$ cat config.mk
export PLATFORM = sky130hd
export DESIGN_NAME = sop_engine
export DESIGN_NICKNAME = d
export VERILOG_FILES = /design/src/rtl/sop_pkg.sv /design/src/rtl/sop_addr_step.sv /design/src/rtl/sop_mac_unit.sv /design/src/rtl/sop_engine.sv
export SDC_FILE = /design/constraint.sdc
export NUM_CORES = 1
export LEC_CHECK = 0
export ABC_AREA = 1
export BUFFER_PORTS_ARGS = -buffer_cell sky130_fd_sc_hd__clkbuf_2
export CORE_ASPECT_RATIO = 0.8
export CORE_MARGIN = 2
export CORE_UTILIZATION = 31
export DETAILED_ROUTE_END_ITERATION = 8
export PLACE_DENSITY = 0.45
export RECOVER_POWER = 100
export SYNTH_ARGS = -nofsm -noshare
export SYNTH_HDL_FRONTEND = slang
export SYNTH_HIERARCHICAL = 1
export SYNTH_SLANG_ARGS = --single-unit
$ cat constraint.sdc
create_clock -name clk -period 8.85 [get_ports clk]
set_input_delay 1.77 -clock clk [delete_from_list [all_inputs] [get_ports clk]]
set_output_delay 1.77 -clock clk [all_outputs]
set_load 0.01 [all_outputs]
$ cat src/rtl/sop_pkg.sv
package sop_pkg;
   typedef enum logic [1:0] {
      ST_IDLE = 2'd0,
      ST_RDA  = 2'd1,
      ST_RDB  = 2'd2,
      ST_MAC  = 2'd3
   } sop_state_e;

   localparam int unsigned NUM_LANES = 2;
endpackage

$ cat src/rtl/sop_addr_step.sv
module sop_addr_step #(
   parameter int unsigned AW = 16,
   parameter int unsigned CW = 16
) (
   input  logic [AW-1:0] pa,
   input  logic [AW-1:0] pb,
   input  logic [CW-1:0] cnt,
   input  logic          word,
   output logic [AW-1:0] pa_nx,
   output logic [AW-1:0] pb_nx,
   output logic [CW-1:0] cnt_nx
);
   logic [AW-1:0] step;

   assign step   = word ? AW'(2) : AW'(1);
   assign pa_nx  = pa + step;
   assign pb_nx  = pb + step;
   assign cnt_nx = cnt - CW'(1);
endmodule

$ cat src/rtl/sop_mac_unit.sv
module sop_mac_unit #(
   parameter int unsigned OP_W = 8
) (
   input  logic [2*OP_W-1:0] opa,
   input  logic [2*OP_W-1:0] opb,
   input  logic [4*OP_W-1:0] acc,
   input  logic              word,
   output logic [4*OP_W-1:0] acc_nx,
   output logic              ov
);
   import sop_pkg::*;

   localparam int unsigned ACC_W = 4 * OP_W;

   logic [ACC_W-1:0] lane_acc [NUM_LANES];
   logic             lane_ov  [NUM_LANES];

   // lane 0: byte operands into half accumulator, lane 1: word operands into full
   for (genvar l = 0; l < NUM_LANES; l++) begin : g_lane
      localparam int unsigned OW = OP_W << l;
      localparam int unsigned SW = 2 * OW;

      logic signed [OW-1:0] a_l;
      logic signed [OW-1:0] b_l;
      logic signed [SW-1:0] prod;
      logic        [SW-1:0] base;
      logic        [SW-1:0] sum;

      assign a_l  = opa[OW-1:0];
      assign b_l  = opb[OW-1:0];
      assign prod = a_l * b_l;
      assign base = acc[SW-1:0];
      assign sum  = base + prod;
      assign lane_ov[l] = (base[SW-1] == prod[SW-1]) && (sum[SW-1] != base[SW-1]);

      if (SW < ACC_W) begin : g_keep_hi
         assign lane_acc[l] = {acc[ACC_W-1:SW], sum};
      end else begin : g_full
         assign lane_acc[l] = sum;
      end
   end

   assign acc_nx = word ? lane_acc[1] : lane_acc[0];
   assign ov     = word ? lane_ov[1]  : lane_ov[0];
endmodule

$ cat src/rtl/sop_engine.sv
module sop_engine #(
   parameter int unsigned OP_W   = 8,
   parameter int unsigned AW     = 16,
   parameter int unsigned CW     = 16,
   localparam int unsigned WORD_W = 2 * OP_W,
   localparam int unsigned ACC_W  = 4 * OP_W
) (
   input  logic              clk,
   input  logic              rst_n,
   input  logic              start,
   input  logic              word_sz,
   input  logic [AW-1:0]     mcand_ptr_i,
   input  logic [AW-1:0]     mplier_ptr_i,
   input  logic [CW-1:0]     count_i,
   input  logic [ACC_W-1:0]  acc_i,
   output logic              mem_rd,
   output logic [AW-1:0]     mem_addr,
   input  logic [WORD_W-1:0] mem_rdata,
   output logic              busy,
   output logic              irq_block,
   output logic              done,
   output logic              ovf,
   output logic [AW-1:0]     mcand_ptr_o,
   output logic [AW-1:0]     mplier_ptr_o,
   output logic [CW-1:0]     count_o,
   output logic [ACC_W-1:0]  acc_o
);
   import sop_pkg::*;

   if (OP_W < 2) begin : g_bad_op_w
      $error("sop_engine: OP_W must be at least 2");
   end
   if (AW < 2) begin : g_bad_aw
      $error("sop_engine: AW must be at least 2");
   end
   if (CW < 1) begin : g_bad_cw
      $error("sop_engine: CW must be at least 1");
   end

   sop_state_e        state_q;
   logic [AW-1:0]     pa_q, pb_q;
   logic [CW-1:0]     cnt_q;
   logic [ACC_W-1:0]  acc_q;
   logic              word_q;
   logic              ovf_q;
   logic              done_q;
   logic [WORD_W-1:0] opa_q;

   logic [AW-1:0]     pa_nx, pb_nx;
   logic [CW-1:0]     cnt_nx;
   logic [ACC_W-1:0]  acc_nx;
   logic              term_ov;

   sop_addr_step #(.AW(AW), .CW(CW)) u_step (
      .pa     (pa_q),
      .pb     (pb_q),
      .cnt    (cnt_q),
      .word   (word_q),
      .pa_nx  (pa_nx),
      .pb_nx  (pb_nx),
      .cnt_nx (cnt_nx)
   );

   sop_mac_unit #(.OP_W(OP_W)) u_mac (
      .opa    (opa_q),
      .opb    (mem_rdata),
      .acc    (acc_q),
      .word   (word_q),
      .acc_nx (acc_nx),
      .ov     (term_ov)
   );

   always_ff @(posedge clk or negedge rst_n) begin
      if (!rst_n) begin
         state_q <= ST_IDLE;
         pa_q    <= '0;
         pb_q    <= '0;
         cnt_q   <= '0;
         acc_q   <= '0;
         word_q  <= 1'b0;
         ovf_q   <= 1'b0;
         done_q  <= 1'b0;
         opa_q   <= '0;
      end else begin
         done_q <= 1'b0;
         unique case (state_q)
            ST_IDLE: begin
               if (start) begin
                  pa_q   <= mcand_ptr_i;
                  pb_q   <= mplier_ptr_i;
                  cnt_q  <= count_i;
                  acc_q  <= acc_i;
                  word_q <= word_sz;
                  ovf_q  <= 1'b0;
                  if (count_i == '0) begin
                     done_q <= 1'b1;
                  end else begin
                     state_q <= ST_RDA;
                  end
               end
            end
            ST_RDA: state_q <= ST_RDB;
            ST_RDB: begin
               opa_q   <= mem_rdata;
               state_q <= ST_MAC;
            end
            ST_MAC: begin
               acc_q <= acc_nx;
               pa_q  <= pa_nx;
               pb_q  <= pb_nx;
               cnt_q <= cnt_nx;
               if (term_ov || cnt_nx == '0) begin
                  ovf_q   <= term_ov;
                  done_q  <= 1'b1;
                  state_q <= ST_IDLE;
               end else begin
                  state_q <= ST_RDA;
               end
            end
            default: state_q <= ST_IDLE;
         endcase
      end
   end

   assign mem_rd       = (state_q == ST_RDA) || (state_q == ST_RDB);
   assign mem_addr     = (state_q == ST_RDB) ? pb_q : pa_q;
   assign busy         = (state_q != ST_IDLE);
   assign irq_block    = busy;
   assign done         = done_q;
   assign ovf          = ovf_q;
   assign mcand_ptr_o  = pa_q;
   assign mplier_ptr_o = pb_q;
   assign count_o      = cnt_q;
   assign acc_o        = acc_q;
endmodule

**Word-level counts from Yosys, hierarchy flattened**

Index checks and enable logic that the tools add are counted.

- Add/subtract/negate cells: 5
- $mul: 2
- Div/mod/pow operators: 0
- Magnitude comparators: 0
- Equality and inequality tests: 11
- Shift-type cells: 0
- Multiplexer cells: 23
- Bitwise gates (word level): 0
- Reduce and logical (&&, ||, !) cells: 14

Operators by type and width:

| operator | number |
|---|---|
| 16-bit case mux with 2 select lines | 3 |
| 16-bit 2-to-1 mux | 4 |
| 32-bit 2-to-1 mux | 2 |
| 32-bit case mux with 2 select lines | 1 |
| 16-bit adder | 3 |
| 32-bit adder | 1 |
| 16-bit logical NOT | 2 |
| 16-bit by 16-bit multiplier with 32-bit output | 1 |
| 8-bit by 8-bit multiplier with 16-bit output | 1 |
| 16-bit by 1-bit subtractor with 16-bit output, second input constant | 1 |
| 2-bit inequality test, second input constant | 4 |
| 2-bit case mux with 4 select lines | 1 |
| 1-bit 2-to-1 mux | 7 |
| 2-bit 2-to-1 mux | 3 |
| 2-bit AND reduction | 3 |
| 3-bit AND reduction | 2 |
| 2-bit == test, second input constant | 2 |
| 1-bit case mux with 2 select lines | 2 |
| 2-bit nonzero test | 2 |
| 1-bit == test | 2 |
| 2-bit by 1-bit == test with 1-bit output, second input constant | 1 |
| 1-bit logical AND | 2 |
| 2-bit logical NOT | 1 |
| 1-bit logical OR | 2 |
| 1-bit inequality test | 2 |

- Flip-flop bits (word level): 101
- Bits in latches: 0
- Memory bits (writable): 0
- ROM bits: 0
- Output and inout port bits: 101
- Memories: 0

**Logic depth before layout (Yosys ltp)**

Gate-level depths: netlist of run 1.

- Depth in word-level cells: 8
- Depth in mapped cells: 45
- Depth with buffers taken out: 43

**By module**

Netlist of run 1, hierarchy kept.

Modules (own cells, without submodules):

| module | times used | cells an instance | area each (um^2) |
|---|---|---|---|
| sop_mac_unit | 1 | 2164 | 15688.8 |
| sop_engine | 1 | 515 | 4895.9 |
| sop_addr_step | 1 | 246 | 1272.5 |

**Worst setup path after synthesis of run 1**

Ideal clock, no wire load.

- Kind: input -> register
- From: input port mem_rdata[3]
- To: register state_q[0]
- Data arrival time: 8282 ps
- Required time: 8730 ps
- Slack: 448 ps
- Stages on the path: 38
- Path buffers: 2
- Path through: clkbuf_1 clkbuf_1 nand2_1 inv_1 fa_1 inv_1 fa_1 inv_1 fa_1 fa_1 inv_1 fa_1 inv_1 fa_1 ha_1 a21o_1 a221o_1 a211oi_1 (+2 left out) nand2_1 ha_1 inv_1 nor3_1 inv_1 nor2_1 and3_1 nand2_1 nand2_2 nand4_1 nand2_1 nand2_1 nand2_1 inv_1 nand3_1 nand2_1 nand2_1 nand2_1

- Word-level cells in the longest chain between the ends: 8
- Elaborated cells on any way between the ends: 14
- Classes of those cells: add/sub: 2; mul: 2; eq/ne: 4; mux: 3; reduce/logical: 3

RTL lines:

| item | line | RTL |
|---|---|---|
| start: declaration | sop_engine.sv:18 | `input logic [WORD_W-1:0] mem_rdata,` |
| 16-bit by 16-bit multiplier with 32-bit output / 8-bit by 8-bit multiplier with 16-bit output (equally long branches) | sop_mac_unit.sv:31 | `assign prod = a_l * b_l;` |
| 32-bit adder / 16-bit adder (equally long branches) | sop_mac_unit.sv:33 | `assign sum = base + prod;` |
| 1-bit inequality test | sop_mac_unit.sv:34 | `assign lane_ov[l] = (base[SW-1] == prod[SW-1]) && (sum[SW-1] != base[SW-1]);` |
| 1-bit logical AND | sop_mac_unit.sv:34 |  |
| 1-bit 2-to-1 mux (*) | sop_mac_unit.sv:44 | `assign ov = word ? lane_ov[1] : lane_ov[0];` |
| named net term_ov | sop_engine.sv:52 | `logic term_ov;` |
| 1-bit logical OR (*) | sop_engine.sv:112 | `if (term_ov \|\| cnt_nx == '0) begin` |
| 1-bit 2-to-1 mux (*) | sop_engine.sv:112 |  |
| 2-bit case mux with 4 select lines (*) | sop_engine.sv:86 | `unique case (state_q)` |
| end signal: assignment | sop_engine.sv:115 | `state_q <= ST_IDLE;` |
| end signal: assignment | sop_engine.sv:117 | `state_q <= ST_RDA;` |
| end signal: assignment | sop_engine.sv:120 | `default: state_q <= ST_IDLE;` |
| end: declaration | sop_engine.sv:40 | `sop_state_e state_q;` |

Mark *: on every way through the listed nets, which the timed path passes. The rest lies on a longest branch.
A chain may end at the register's enable or synchronous reset.

**Final worst setup path of run 1**

- From: input port mem_rdata[7]
- To: register acc_q[24] (netlist: acc_o[24])

- Word-level cells in the longest chain between the ends: 4

RTL lines:

| item | line | RTL |
|---|---|---|
| 16-bit by 16-bit multiplier with 32-bit output | sop_mac_unit.sv:31 |  |
| 32-bit adder | sop_mac_unit.sv:33 |  |
| 32-bit 2-to-1 mux | sop_mac_unit.sv:43 | `assign acc_nx = word ? lane_acc[1] : lane_acc[0];` |
| named net acc_nx[24] | sop_engine.sv:51 | `logic [ACC_W-1:0] acc_nx;` |
| 32-bit case mux with 2 select lines | sop_engine.sv:86 |  |
| end signal: assignment | sop_engine.sv:92 | `acc_q <= acc_i;` |
| end signal: assignment | sop_engine.sv:108 | `acc_q <= acc_nx;` |
| end: declaration | sop_engine.sv:43 | `logic [ACC_W-1:0] acc_q;` |

The timed path passes the listed nets, and every way through them passes these cells. The select of a mux whose other input is x is not followed.

==> results of run 1 <==
[state kept, by name (all words and copies together) (netlist names)]
register	cells
ovf	1
mcand_ptr_o	16
opa_q	16
done	1
count_o	16
acc_o	32
mplier_ptr_o	16
word_q	1
state_q	2
[kinds of logic (layout without fill, tap and decap cells)]
| group | Yosys count | after routing | synth area share |
|---|---|---|---|
| and+or+nand+nor | 1043 | 1043 | 0.2012 |
| buffers and inverters | 800 | 1137 | 0.1404 |
| adders and majority gates | 484 | 484 | 0.3870 |
| AOI/OAI and AO/OA | 349 | 349 | 0.09096 |
| DFF | 101 | 101 | 0.1156 |
| muxes | 81 | 81 | 0.03807 |
| xor gates and xnor gates | 67 | 67 | 0.02685 |
| other | 0 | 1 | 0 |
[cell usage after synthesis, types with 3 or more instances]
| master | count | area [sq um] |
|---|---|---|
| nand2_4 | 5 | 56.30 |
| xnor2_1 | 24 | 210.2 |
| or2_2 | 12 | 75.07 |
| buf_2 | 22 | 110.1 |
| o211ai_1 | 18 | 135.1 |
| nand3_2 | 8 | 80.08 |
| nor2_2 | 12 | 75.07 |
| xor2_1 | 43 | 376.6 |
| mux2_2 | 17 | 191.4 |
| inv_2 | 5 | 18.77 |
| a21oi_1 | 162 | 810.8 |
| nand3_1 | 75 | 375.4 |
| nor3_1 | 10 | 50.05 |
| dfrtp_1 | 101 | 2527 |
| o21ai_2 | 3 | 26.28 |
| mux2i_1 | 64 | 640.6 |
| nand4_1 | 23 | 143.9 |
| o31ai_1 | 3 | 22.52 |
| nand3b_1 | 9 | 67.56 |
| a21o_1 | 10 | 75.07 |
| nand2_1 | 638 | 2395 |
| nand2_2 | 27 | 168.9 |
| o21a_1 | 7 | 52.55 |
| o21bai_1 | 6 | 45.04 |
| inv_1 | 696 | 2613 |
| o21ai_0 | 75 | 375.4 |
| a21oi_2 | 4 | 35.03 |
| o21ai_1 | 35 | 175.2 |
| ha_1 | 164 | 2052 |
| buf_4 | 8 | 60.06 |
| nor2_1 | 214 | 803.3 |
| fa_1 | 320 | 6406 |
| nor2_4 | 4 | 45.04 |
| clkbuf_1 | 67 | 251.5 |
| a31oi_1 | 10 | 62.56 |
[metal layers]
metal | wire length, um | part of all wire | up-vias
met5 | 12 | 0.00017 | -
met4 | 1020 | 0.014 | 2
met3 | 2876 | 0.041 | 46
met2 | 30510 | 0.43 | 360
met1 | 35970 | 0.51 | 9534
li1 | - | - | 9504
[per-stage QoR]
step,utilization,hold slack [ns],std cells,setup slack (ns)
2_1_floorplan,-,0.4788,2925,0.4477
3_3_place_gp,0.3603,0.4998,4171,-0.1190
3_5_place_dp,0.3603,0.4913,4171,-0.2696
4_1_cts,0.3646,0.5119,4186,0.1710
5_1_grt,0.3667,0.5465,4197,-0.03943
6_report,0.3667,0.5048,4197,0.3318
[path summary, 6_finish.rpt]
kind,startpoint,to,depth (start not counted),slack (ns)
worst min-delay path,ovf,ovf,2,0.50
worst max-delay path,mem_rdata[7],acc_o[24],36,0.33
worst max register to register,opa_q[7],acc_o[24],35,0.91
max in group asynchronous,rst_n,mplier_ptr_o[7],2,1.96
worst min register to register,ovf,ovf,2,0.50
min in group asynchronous,rst_n,count_o[8],1,2.84
[worst max-delay path: cells and delay by family]
kind            cells  cell delay (ns)
compound gates      4             0.76
xor+xnor            1             0.11
fa+ha+maj           8             3.76
buf+inv            10             1.00
mux                 1             0.06
simple gates       12             1.36
[cell type report]
cell class / count / area, sq um
antenna: 1 / 2.502
inverter: 701 / 2635
sequential: 101 / 2527
clock inverter: 6 / 71.32
clock buffer: 9 / 225.2
multi-input combinational: 2024 / 16480
fill: 7601 / 44400
tap: 934 / 1169
timing repair buffer: 421 / 2590
[timing repair]
action                                  4_1_cts  5_1_grt
endpoints found under the setup margin        0       14
setup buffers                                 0       10
hold endpoints to repair                      0        0
resized for setup                             0       51
==> results.sh, run 1 <==
export IMPL_grt_usage=0.1965
export IMPL_synth_edf_count=0
export IMPL_start_util=0.3118
export IMPL_critical_path_max_stage_delay_ns=0.58
export IMPL_dieArea_sq_um=72660
export IMPL_ys_seq_area_frac=0.1156
export IMPL_rsz0062_at_grt="yes"
export IMPL_placed_area_sq_um=25260
export IMPL_hold_violations=0
export IMPL_ys_ff_latch=101
export IMPL_syn_avg_cell_area_sq_um=7.473
export IMPL_tightest_slew_ns=4.213
export IMPL_dr_pass1_iters=8
export IMPL_nNetsFinal=3842
export IMPL_layout_commonest_cell="inv_1"
export IMPL_cts_num_sinks=101
export IMPL_portBuffers=200
export IMPL_ys_async_sr_fraction=1.000
export IMPL_core_area_sq_um=70100
export IMPL_fin_crit_ns=8.518
export IMPL_slew_headroom=-1.809
export IMPL_root_buffer="clkbuf_16"
export IMPL_antenna_found_initial=4
export IMPL_gp_congestion=0.8709
export IMPL_synthesis_nets=3509
export IMPL_fmax_mhz=117.4
export IMPL_min_path_type="reg -> reg"
export IMPL_final_cell_mix="694 x inv_1, 636 x nand2_1, 318 x fa_1"
export IMPL_worstPathMaxFanout=7
export IMPL_fp_dieW_um=300.9
export IMPL_overflow=0
export IMPL_holdBufCountCts=0
export IMPL_synth_area_sq_um=21860
export IMPL_status="finished, violations left"
export IMPL_rows=87
export IMPL_cp_common_cell="nand2_1"
export IMPL_clk_pin_slew_ns=0.08
export IMPL_worst_setup_path_start_kind="input pin"
export IMPL_cts_buffer_depth=2
export IMPL_dp_hpwl_mm=59.61
export IMPL_syn_inst=2925
export IMPL_grt_max_degree=97
export IMPL_vias_per_cell=4.633
export IMPL_grt_pass1_vias=19830
export IMPL_synth_warning_count=6
export IMPL_drcViolationCount=0
export IMPL_grt_use_met3=0.02363
export IMPL_drtAntennaViolNets=0
export IMPL_top_usage_layer="met1"
export IMPL_endpoint_kind="flip-flop"
export IMPL_ys_flop_type="dfrtp_1"
export IMPL_ios=201
export IMPL_cp_arrival_ns=8.84
export IMPL_violations="capacitance limit, slew limit"
export IMPL_routed_wl_mm=70.38
export IMPL_fin_skew_ns=0.02177
export IMPL_clock_latency_ns=0.42
export IMPL_gr_usage_met2=0.2928
export IMPL_required_ns=9.17
export IMPL_drtIter0Drc=1295
export IMPL_drv_cap=4
export IMPL_cts_tree="done"
export IMPL_wl_per_cell_um=16.77
export IMPL_yosysUniqueCellTypes=52
export IMPL_final_cell_area_sq_um=25700
export IMPL_die_h_um=241.5
export IMPL_critPathKind="in -> reg"
export IMPL_numCtsBuffers=9
export IMPL_finalCritPeriodShare=0.9625
export IMPL_drv_slew=250
export IMPL_setup_viol=0
export IMPL_vias=19450
export IMPL_h_tree_depth=3
export IMPL_grt_met1_usage=0.3035
export IMPL_syn_to_final_growth_pct=17.60
export IMPL_layout_drive_gt1_share=0.1459
export IMPL_critPathSlowestCell="fa_1"
export IMPL_timing_setup_tns_ns=0
export IMPL_grt_first_pass_wirelength_mm=111.5
Power of run 1 is left out: the tool's default activity adds up to more than one toggle a clock period on the data nets, which glitch-free logic cannot reach.
==> run 2, diff against run 1 <==
- BUFFER_PORTS_ARGS: -buffer_cell sky130_fd_sc_hd__clkbuf_2 -> unset
- DONT_BUFFER_PORTS: unset -> 1
- PLACE_DENSITY: 0.45 -> 0.43
- clock period: 8.85 -> 8.1 ns (I/O delays scaled with it)
==> results.sh, run 2 (same netlist as run 1, synthesis figures left out) <==
export IMPL_portBuffers=0
export IMPL_required_ns=8.41
export IMPL_cts_buffer_depth=2
export IMPL_drv_cap=0
export IMPL_critPathKind="in -> reg"
export IMPL_insertedDiodeCount=0
export IMPL_fmax_mhz=125.6
export IMPL_critical_path_max_stage_delay_ns=0.57
export IMPL_timing_rr_start="opa_q[9]"
export IMPL_fin_ws_ns=0.1351
export IMPL_pre_cts_ws_ns=-0.4901
export IMPL_numCtsBuffers=9
export IMPL_r2r_end="acc_o[21]"
export IMPL_die_h_um=241.5
export IMPL_layout_commonest_cell="inv_1"
export IMPL_endpoint_kind="flip-flop"
export IMPL_min_path_type="reg -> reg"
export IMPL_rsz0062_at_grt="yes"
export IMPL_cts_tree="done"
export IMPL_crit_buf_inv=10
export IMPL_routed_wl_mm=68.37
export IMPL_drtAntennaViolNets=0
export IMPL_drtIter0Drc=1198
export IMPL_reg2reg_slack_ns=0.45
export IMPL_status="completed"
export IMPL_fin_crit_ns=7.965
export IMPL_grt_first_pass_wirelength_mm=107.4
export IMPL_finalCritPeriodShare=0.9833
export IMPL_start_util=0.3118
export IMPL_worstPathMaxFanout=5
export IMPL_hold_violations=0
export IMPL_dp_hpwl_mm=57.67
export IMPL_setup_viol=0
export IMPL_fp_dieW_um=300.9
export IMPL_slew_headroom=0.01379
export IMPL_final_cell_mix="685 x inv_1, 624 x nand2_1, 313 x fa_1"
export IMPL_fin_skew_ns=0.01667
export IMPL_overflow=0
export IMPL_placed_area_sq_um=24390
export IMPL_crit_family="adder cells"
export IMPL_cts_num_sinks=101
export IMPL_final_cell_area_sq_um=25430
export IMPL_largest_register_ffs=32
export IMPL_drv_slew=0
export IMPL_wl_per_cell_um=16.96
export IMPL_ios=201
export IMPL_drcViolationCount=0
export IMPL_tightest_slew_ns=1.479
export IMPL_dr_pass1_iters=5
export IMPL_grt_usage=0.1888
export IMPL_r2r_cells=32
export IMPL_vias_per_cell=4.632
export IMPL_crit_start="mem_rdata[15]"
export IMPL_nNetsFinal=3675
export IMPL_h_tree_depth=3
export IMPL_holdWs_ns=0.5836
export IMPL_worst_setup_path_start_kind="input pin"
export IMPL_grt_pass1_vias=18950
export IMPL_grt_max_degree=105
export IMPL_cp_common_cell="fa_1"
export IMPL_cp_depth=33
export IMPL_timing_setup_tns_ns=0
export IMPL_core_area_sq_um=70100
export IMPL_syn_to_final_growth_pct=16.33
export IMPL_root_buffer="clkbuf_16"
export IMPL_vias=18670
export IMPL_crit_end="acc_o[21]"
export IMPL_gp_congestion=0.8817
export IMPL_rows=87
export IMPL_dieArea_sq_um=72660
export IMPL_num_fill_cells=7537
export IMPL_holdBufCountCts=0
export IMPL_layout_drive_gt1_share=0.1573
export IMPL_cp_arrival_ns=8.28
export IMPL_clock_latency_ns=0.40
export IMPL_clk_pin_slew_ns=0.08
export IMPL_antenna_found_initial=0
export IMPL_critPathSlowestCell="fa_1"
## run 2: worst min-delay path by stage
stage	startpoint	to	slack, ns	cells after the start
2_1_floorplan	opa_q[7]	opa_q[7]	0.48	1
6_report	word_q	word_q	0.58	1
3_3_place_gp	word_q	word_q	0.56	1
4_1_cts	state_q[0]	state_q[0]	0.59	2
3_5_place_dp	state_q[0]	state_q[0]	0.57	2
5_1_grt	word_q	word_q	0.61	1
## run 2: per-stage QoR
step | util | std cells
after floorplan | - | 2925
after global placement | 0.3479 | 3995
after detailed placement | 0.3479 | 3995
after CTS | 0.3522 | 4011
after global routing | 0.3627 | 4030
final | 0.3627 | 4030
## run 2: layout make-up
class | count | area (sq um) | share of cell area
flip-flops and latches | 101 | 2527 | 0.09940
clock buffers | 10 | 239.0 | 0.009399
clock inverters | 6 | 46.29 | 0.001821
repair buffers | 254 | 1956 | 0.07692
inverters | 701 | 2638 | 0.1037
well taps | 934 | 1169 | 0.04596
multi-input cells | 2024 | 16850 | 0.6628
## run 2: repair_timing
action                     in CTS  in global routing
pin swaps                       0                 71
setup endpoints to repair       4                 17
buffers inserted                0                 18
gates resized for setup         4                147
gates cloned                    0                  1
## run 2: per-layer routing
metal,vias up,track usage,part of all wire
met3,50,0.02767,0.046
met5,-,0,0
met2,336,0.2813,0.43
li1,9177,-,-
met4,0,0.03073,0.013
met1,9103,0.2905,0.51
Power of run 2 is left out for the same reason.
==> run 3, diff against run 2 <==
- PLACE_DENSITY: 0.43 -> 0.56
==> results.sh, run 3 (same netlist as run 1, synthesis figures left out) <==
export IMPL_status="finished, violations left"
export IMPL_violations="capacitance limit, slew limit"
export IMPL_crit_buf_inv=7
export IMPL_fin_ws_ns=0.3075
export IMPL_vias=18270
export IMPL_worstPathMaxFanout=17
export IMPL_wl_per_cell_um=15.76
export IMPL_grt_usage=0.1735
export IMPL_r2r_end="ovf"
export IMPL_grt_pass1_vias=17630
export IMPL_clock_latency_ns=0.40
export IMPL_drtAntennaViolNets=0
export IMPL_syn_to_final_growth_pct=14.64
export IMPL_drcViolationCount=0
export IMPL_core_area_sq_um=70100
export IMPL_routed_wl_mm=62.75
export IMPL_cts_buffer_depth=2
export IMPL_rsz0062_at_grt="yes"
export IMPL_tightest_slew_ns=2.037
export IMPL_timing_rr_start="opa_q[8]"
export IMPL_holdWs_ns=0.5892
export IMPL_largest_register_ffs=32
export IMPL_start_util=0.3118
export IMPL_clk_pin_slew_ns=0.10
export IMPL_vias_per_cell=4.590
export IMPL_cp_arrival_ns=8.08
export IMPL_timing_setup_tns_ns=0
export IMPL_fin_crit_ns=7.792
export IMPL_drv_slew=49
export IMPL_critPathSlowestCell="fa_2"
export IMPL_finalCritPeriodShare=0.9620
export IMPL_fin_skew_ns=0.02612
export IMPL_die_h_um=241.5
export IMPL_reg2reg_slack_ns=0.63
export IMPL_endpoint_kind="flip-flop"
export IMPL_crit_family="adder cells"
export IMPL_whs_path_depth=2
export IMPL_dp_hpwl_mm=52.55
export IMPL_pre_cts_ws_ns=-0.3816
export IMPL_drtIter0Drc=1354
export IMPL_h_tree_depth=3
export IMPL_cts_num_sinks=101
export IMPL_portBuffers=0
export IMPL_min_to="state_q[0]"
export IMPL_grt_max_degree=102
export IMPL_ios=201
export IMPL_dr_pass1_iters=5
export IMPL_fmax_mhz=128.3
export IMPL_holdBufCountCts=0
export IMPL_r2r_cells=39
export IMPL_critical_path_max_stage_delay_ns=0.62
export IMPL_numCtsBuffers=9
export IMPL_hold_violations=0
export IMPL_slew_headroom=-0.3579
export IMPL_layout_commonest_cell="inv_1"
export IMPL_min_path_type="reg -> reg"
export IMPL_cp_common_cell="nand2_1"
export IMPL_rows=87
export IMPL_dieArea_sq_um=72660
export IMPL_overflow=0
export IMPL_critPathKind="in -> reg"
export IMPL_setup_viol=0
export IMPL_nNetsFinal=3621
export IMPL_min_from="state_q[0]"
export IMPL_grt_first_pass_wirelength_mm=99.43
export IMPL_layout_drive_gt1_share=0.1446
export IMPL_final_cell_mix="676 x inv_1, 618 x nand2_1, 318 x fa_1"
export IMPL_gp_congestion=0.9280
export IMPL_antenna_found_initial=6
export IMPL_worst_setup_path_start_kind="input pin"
export IMPL_fp_dieW_um=300.9
export IMPL_drv_cap=1
export IMPL_required_ns=8.39
export IMPL_cts_tree="done"
export IMPL_root_buffer="clkbuf_16"
## run 3: cell count changes in the layout (fill, tap and decap cells not counted), sizes merged
cell      change
diode         +5
clkbuf        -3
inv           +1
clkinv        +2
buf          -52
clkinvlp      -2
## run 3: worst max-delay path by stage
stage | from | endpoint | slack [ns] | cells after the start
final | mem_rdata[3] | ovf | 0.31 | 35
after global routing | mem_rdata[3] | ovf | -0.12 | 37
after CTS | mem_rdata[1] | acc_o[26] | 0.04 | 32
after detailed placement | mem_rdata[1] | acc_o[26] | -0.38 | 32
after global placement | mem_rdata[1] | acc_o[26] | -0.33 | 32
after floorplan | mem_rdata[1] | state_q[0] | 0.001 | 37
## run 3: per-stage QoR
step	area, sq um	utilization	cells
3_3_place_gp	24030	0.3428	3949
5_1_grt	25060	0.3574	3980
2_1_floorplan	21870	-	2925
6_report	25060	0.3574	3981
4_1_cts	24340	0.3472	3965
3_5_place_dp	24030	0.3428	3949
## run 3: final cells by class
cell class,count,area (sq um)
well taps,934,1169
clock buffers,9,225.2
flip-flops and latches,101,2527
multi-input cells,2024,16870
clock inverters,7,86.33
fillers,7396,45040
repair buffers,200,1516
inverters,701,2646
diodes,5,12.51
## run 3: routing by layer
metal / global-route usage / vias to the layer above / part of all wire
li1: - / 9068 / -
met1: 0.2626 / 8715 / 0.49
met2: 0.2497 / 446 / 0.42
met3: 0.03729 / 40 / 0.076
met4: 0.03922 / 2 / 0.014
met5: 0 / - / 0.00025
## run 3: tightest hold or removal path, cell delays in order (launching register included)
cell,delay (ns)
dfrtp_1,0.45
nand2_1,0.07
nand2_1,0.04
## run 3: what timing repair did
action | in CTS | in global routing
setup buffers | 0 | 11
resized for setup | 0 | 156
setup endpoints to repair | 0 | 14
Power of run 3 is left out for the same reason.
